$ cat src/rtl/rdiv_pkg.sv
package rdiv_pkg;
  localparam int DIV_W = 8;

  typedef enum logic [1:0] {ENC_PLUS1, ENC_RAW, ENC_POW2, ENC_TABLE} divEnc_e;

  // Control-to-datapath strobes: decoded divisor and its qualifiers
  typedef struct packed {
    logic             valid;
    logic             bypass;
    logic [DIV_W-1:0] div;
  } divCfg_t;

  // Computed lookup: entries past len read as zero, the terminator
  function automatic logic [31:0] tableDiv(input logic [31:0] code, input int unsigned len);
    return (code < len) ? (2 * code + 3) : 32'd0;
  endfunction
endpackage

$ cat src/rtl/rdiv_ctrl.sv
module rdiv_ctrl
  import rdiv_pkg::*;
#(
  parameter divEnc_e     ENC        = ENC_PLUS1,
  parameter bit          ALLOW_ZERO = 1'b0,
  parameter bit          HIWORD     = 1'b0,
  parameter bit          READ_ONLY  = 1'b0,
  parameter int          SHIFT      = 4,
  parameter int          WIDTH      = 4,
  parameter int unsigned TBL_LEN    = 5
) (
  input  logic        refClk,
  input  logic        rstN,
  input  logic        wrEn,
  input  logic [31:0] wrData,
  output logic [31:0] rdData,
  output divCfg_t     cfg
);
  localparam logic [31:0] MAX_DIV = (32'd1 << DIV_W) - 32'd1;

  logic [WIDTH-1:0] field;
  logic [WIDTH-1:0] nextField;
  logic [31:0]      fullDiv;
  logic             zeroBypass;

  generate
    if (HIWORD) begin : g_masked
      logic [WIDTH-1:0] bitEn;
      assign bitEn     = wrData[16+SHIFT +: WIDTH];
      assign nextField = (field & ~bitEn) | (wrData[SHIFT +: WIDTH] & bitEn);
    end else begin : g_plain
      assign nextField = wrData[SHIFT +: WIDTH];
    end
  endgenerate

  always_ff @(posedge refClk) begin
    if (!rstN) begin
      field <= '0;
    end else if (wrEn && !READ_ONLY) begin
      field <= nextField;
    end
  end

  assign rdData = 32'(field) << SHIFT;

  always_comb begin
    zeroBypass = 1'b0;
    unique case (ENC)
      ENC_PLUS1: fullDiv = 32'(field) + 32'd1;
      ENC_RAW: begin
        fullDiv = 32'(field);
        if (ALLOW_ZERO && field == '0) begin
          fullDiv    = 32'd1;
          zeroBypass = 1'b1;
        end
      end
      ENC_POW2:  fullDiv = 32'd1 << field;
      default:   fullDiv = tableDiv(32'(field), TBL_LEN);
    endcase
  end

  assign cfg.valid  = (fullDiv != 32'd0) && (fullDiv <= MAX_DIV);
  assign cfg.bypass = cfg.valid && ((fullDiv == 32'd1) || zeroBypass);
  assign cfg.div    = fullDiv[DIV_W-1:0];
endmodule

$ cat src/rtl/rdiv_core.sv
module rdiv_core
  import rdiv_pkg::*;
(
  input  logic    refClk,
  input  logic    rstN,
  input  divCfg_t cfg,
  output logic    divClk
);
  logic [DIV_W-1:0] actDiv;
  logic             actValid;
  logic             actBypass;
  logic [DIV_W-1:0] cnt;
  logic             outReg;
  logic             periodEnd;
  logic [DIV_W:0]   hiCnt;
  logic [DIV_W:0]   cntNext;

  assign hiCnt     = ({1'b0, actDiv} + 1'b1) >> 1;
  assign cntNext   = {1'b0, cnt} + 1'b1;
  assign periodEnd = !actValid || actBypass || (cntNext == {1'b0, actDiv});

  always_ff @(posedge refClk) begin
    if (!rstN) begin
      actDiv    <= '0;
      actValid  <= 1'b0;
      actBypass <= 1'b0;
      cnt       <= '0;
      outReg    <= 1'b0;
    end else if (periodEnd) begin
      actDiv    <= cfg.div;
      actValid  <= cfg.valid;
      actBypass <= cfg.bypass;
      cnt       <= '0;
      outReg    <= cfg.valid && !cfg.bypass;
    end else begin
      cnt       <= cntNext[DIV_W-1:0];
      outReg    <= cntNext < hiCnt;
    end
  end

  assign divClk = actBypass ? refClk : outReg;
endmodule

$ cat src/rtl/rdiv_top.sv
module rdiv_top
  import rdiv_pkg::*;
#(
  parameter divEnc_e     ENC        = ENC_PLUS1,
  parameter bit          ALLOW_ZERO = 1'b0,
  parameter bit          HIWORD     = 1'b0,
  parameter bit          READ_ONLY  = 1'b0,
  parameter int          SHIFT      = 4,
  parameter int          WIDTH      = 4,
  parameter int unsigned TBL_LEN    = 5
) (
  input  logic        refClk,
  input  logic        rstN,
  input  logic        wrEn,
  input  logic [31:0] wrData,
  output logic [31:0] rdData,
  output logic        divClk,
  output logic        badCode
);
  divCfg_t cfg;

  rdiv_ctrl #(
    .ENC(ENC), .ALLOW_ZERO(ALLOW_ZERO), .HIWORD(HIWORD), .READ_ONLY(READ_ONLY),
    .SHIFT(SHIFT), .WIDTH(WIDTH), .TBL_LEN(TBL_LEN)
  ) uCtrl (
    .refClk(refClk), .rstN(rstN), .wrEn(wrEn), .wrData(wrData),
    .rdData(rdData), .cfg(cfg)
  );

  rdiv_core uCore (
    .refClk(refClk), .rstN(rstN), .cfg(cfg), .divClk(divClk)
  );

  assign badCode = !cfg.valid;
endmodule

$ cat config.mk
export PLATFORM = sky130hd
export DESIGN_NAME = rdiv_top
export DESIGN_NICKNAME = d
export VERILOG_FILES = /design/src/rtl/rdiv_pkg.sv /design/src/rtl/rdiv_ctrl.sv /design/src/rtl/rdiv_core.sv /design/src/rtl/rdiv_top.sv
export SDC_FILE = /design/constraint.sdc
export NUM_CORES = 1
export LEC_CHECK = 0
export BUFFER_PORTS_ARGS = -buffer_cell sky130_fd_sc_hd__buf_2
export CAP_MARGIN = 20
export CORE_MARGIN = 2
export CORE_UTILIZATION = 49
export DETAILED_ROUTE_END_ITERATION = 8
export PLACE_DENSITY = 0.93
export SETUP_SLACK_MARGIN = 0.15
export SLEW_MARGIN = 10
export SYNTH_ARGS = -nofsm -noshare
export SYNTH_HDL_FRONTEND = slang
export SYNTH_HIERARCHICAL = 1
export SYNTH_SLANG_ARGS = --single-unit
$ cat constraint.sdc
create_clock -name refClk -period 4.1 [get_ports refClk]
set_input_delay 0.82 -clock refClk [delete_from_list [all_inputs] [get_ports refClk]]
set_output_delay 0.82 -clock refClk [all_outputs]
set_load 0.01 [all_outputs]
# Word-level counts from Yosys, hierarchy flattened
# Cells that the tools add are included.
dict set report totals {
  reg_bits 23
  out_inout_bits 34
  wordCells 26
}
dict set report classes {
  add_sub_neg 3
  order_cmp 2
  eq_ne 2
  mux 2
  bitwise_logic 1
  n_reduce_logical 10
}
# op count
set ops {}
lappend ops {{$eq A32 B1 Y1 const B} 1}
lappend ops {{$le A32 B8 Y1 const B} 1}
lappend ops {{$reduce_bool A32 Y1} 1}
lappend ops {{$add A8 B1 Y9 const B} 2}
lappend ops {{$eq A9 B8 Y1} 1}
lappend ops {{$lt A9 B8 Y1} 1}
lappend ops {{$add A4 B1 Y5 const B} 1}
lappend ops {{$logic_and A1 B1 Y1} 3}
lappend ops {{$logic_not A1 Y1} 3}
lappend ops {{$logic_or A1 B1 Y1} 2}
lappend ops {{$mux W1} 2}
lappend ops {{$reduce_or A2 Y1} 1}
lappend ops {{$not A1 Y1} 1}

# Logic depth before layout (Yosys ltp)
dict set report logic_depth {
  word_depth 7
  mapped_depth 10
  depth_no_buf 10
}

# Cells and area by module
# The synthesis kept the hierarchy.
# mod n_inst cells_per_inst area_per_inst_um2 seq_area_each_um2
set modules_own_cells {}
lappend modules_own_cells {rdiv_core 1 130 1166.1 380.4}
lappend modules_own_cells {rdiv_ctrl 1 59 500.5 80.1}
lappend modules_own_cells {rdiv_top 1 1 3.8 0.0}

==> impl_metrics.csv <==
group,metric,value,unit
status,status,"finished, final reports clean",
cells_and_area,n_antenna_cell,0,
yosys,synth.avg_cell_area,8.79,sq um
placement,dp_hpwl,2000,um
route,wirelength,2760,um
worst_setup_path,crit_chain,"clkbuf_4 > clkbuf_4 > mux2_2 > buf_2",
grt,grt_pass1_wl,4760,um
worst_setup_path,crit_path_end,"divClk",
die,rows,21,
cells_and_area,syn2layout_area_growth,-0.150,%
yosys,yosysTopAreaCell,"dfxtp_1",
power_and_ir_drop,p_leak,0.000808,uW
cts,path_clk_slew,0.13,ns
power_and_ir_drop,powerDensity,313,nW/um^2
worst_setup_path,slowest_stage,"mux2_2",
hold_path,worstHoldPathType,"flop to flop",
yosys,synth.yosys.warnings,6,
route,dr_total_vias,1197,
yosys,yosys-top-cells-area,"dfxtp_1, buf_4, ha_1",
cts,cts_setup_buffers,0,
power_and_ir_drop,ir_drop,0.000253,V
worst_setup_path,crit_path_end_kind,"primary output",
grt,grt_max_degree,32,
timing,holdWs,0.543,ns
grt,antenna_found_initial,0,
route,first_pass_iters,4,
yosys,ys_seq_area_frac,0.276,
cells_and_area,drive_gt1_frac,0.115,
die,dieArea,3890,sq um
worst_setup_path,arrival,2.66,ns
cts,cts_tree,"built",
timing,drv_slew,0,
worst_setup_path,rrSetupSlack,0.97,ns
route,routed_via_density,4.87,
worst_setup_path,crit_buf_inv,3,
grt,grt_pass1_vias,1114,
timing,final_hold_viol_count,0,
die,io_pins,69,
yosys,synth.distinct_cells,38,
cts,clock_latency,0.44,ns
power_and_ir_drop,internal-power,360,uW
hold_path,min_path_cells,2,
timing,slew-limit-headroom,0.445,
placement,placedCellCount,239,
die,die_x,62.4,um
power_and_ir_drop,switching_share,0.310,
yosys,synth_ff_type,"dfxtp_1",
yosys,ys_ff_latch,23,
yosys,synth.most_common_cell,"buf_4",
cells_and_area,layout.nets,247,
grt,grt_use_total,0.155,
worst_setup_path,crit_start,"refClk",
timing,setup-tns-final,0,ns
worst_setup_path,cpPeakStageDelay,0.25,ns
cells_and_area,finish.instance_area,1670,sq um
cells_and_area,instances_no_fill,246,
placement,io_buffers,12,
cells_and_area,multi_input_area,1020,sq um
die,coreArea,3310,sq um
worst_setup_path,cp_data_required_time,3.28,ns
cts,cts_resized,0,
power_and_ir_drop,clockPowerShare,0.302,
power_and_ir_drop,power,521,uW
worst_setup_path,path_delay_family,"buffers and inverters",
power_and_ir_drop,power_switching,162,uW
timing,finClkSkew,0.00914,ns
die,start_util,0.505,
grt,overflow,0,
yosys,async_flop_share,0,
yosys,mappedNetlistArea,1670,sq um
yosys,yosysTopAreaCellShare,0.276,
worst_setup_path,crit_top_cell,"clkbuf_4",
worst_setup_path,ff2ff_path_depth,9,
timing,rsz0062_at_grt,"false",
worst_setup_path,crit_fanout,2,
route,avgRoutedWirePerCell,11.2,um
worst_setup_path,critPathKind,"clock port to primary output",
power_and_ir_drop,p_seq_frac,0.493,
route,drcViolationCount,0,
placement,place_area,1620,sq um
worst_setup_path,crit_cells,4,
yosys,synth-edff-count,0,
timing,finalSetupViolCount,0,
route,drtIter0Drc,38,
cells_and_area,seq_area,460,sq um
worst_setup_path,r2r-end,"uCore/outReg",
timing,worst_slew_pin_slew,0.833,ns
worst_setup_path,regToRegStartpoint,"uCore/cnt[0]",
cells_and_area,num-fill-cells,309,
placement,place.gp.congestion,0.792,
worst_setup_path,setup.worst_path.start_class,"clock port",
power_and_ir_drop,pwr-share-comb,0.205,
cts,cts-hold-fix-buffers,0,
die,die_h,62.4,um
run,maxCapViolCount,0,
yosys,syn_inst,190,
yosys,synth_common_cells,"buf_4, dfxtp_1, nand2_1",
route,drtAntennaViolNets,0,
## cells by family after synthesis
kind of cell / count (synthesis) / share of synthesized area
DFF: 23 / 0.276
and+or+nand+nor: 64 / 0.203
adders and majority gates: 12 / 0.0884
other: 1 / 0.00225
xor gates and xnor gates: 21 / 0.115
buffers and inverters: 44 / 0.182
muxes: 15 / 0.0914
AOI/OAI and AO/OA: 10 / 0.0427
## metal layers
metal / routed length, um / part of all wire / track usage / vias up
met1: 1150 / 0.42 / 0.166 / 547
met3: 180 / 0.065 / 0.0613 / 9
met5: 0 / 0 / 0 / -
li1: - / - / - / 600
met4: 44 / 0.016 / 0.0639 / 0
met2: 1380 / 0.50 / 0.272 / 41
## tightest hold or removal path, delay by kind of cell (launching register included)
kind	cells	cell delay (ns)
AND/OR/NAND/NOR	1	0.08
multiplexers	1	0.06
flip-flops	1	0.38
## cell usage in the layout, fill, tap and decap left out, types with 2 or more instances in the layout
cell type and instances:
a21o_1 2, a21oi_1 2, and3_1 8, and4_1 2
buf_2 12, clkbuf_4 6, conb_1 31, dfxtp_1 23
ha_1 11, inv_1 5, mux2i_1 13, nand2_1 22
nand3_1 10, nand4_1 3, nor2_1 6, nor2b_1 7
xnor2_1 12, xor2_1 8
## power by group through the flow
stage | combinational, uW | clock, uW | sequential, uW
6_report | 107 | 157 | 257
5_1_grt | 122 | 176 | 260
4_1_cts | 105 | 164 | 257
3_5_place_dp | 105 | 8.80 | 262
3_3_place_gp | 101 | 8.80 | 261
2_1_floorplan | 118 | 6.04 | 257
## cell type report
type	count	share of cell area
multi-input combinational	153	0.611
sequential	23	0.276
tap	46	0.0345
inverter	5	0.0113
clock inverter	1	0.00450
timing repair buffer	11	0.0330
clock buffer	7	0.0300
## metrics by stage
step | setup slack [ns] | utilization
finish | 0.625 | 0.504
global route | 0.589 | 0.504
CTS | 0.614 | 0.504
detailed placement | 0.862 | 0.488
global placement | 0.862 | 0.488
floorplan | 0.955 | -
## worst min-delay path by stage
stage,from,endpoint,slack [ns]
after floorplan,uCore/actDiv[7],uCore/actDiv[7],0.49
after global placement,uCore/actDiv[7],uCore/actDiv[7],0.50
after detailed placement,uCore/actDiv[0],uCore/actDiv[0],0.52
after CTS,uCore/actDiv[0],uCore/actDiv[0],0.55
after global routing,uCore/actDiv[5],uCore/actDiv[5],0.57
final,uCore/actDiv[0],uCore/actDiv[0],0.54
## sequential cells by signal (all words and copies together) (netlist names)
signal / cells
uCore/outReg: 1
uCore/actValid: 1
uCore/actDiv: 8
uCore/cnt: 8
uCore/actBypass: 1
uCtrl/field: 4
No activity file was read; power rests on OpenSTA's default activity.
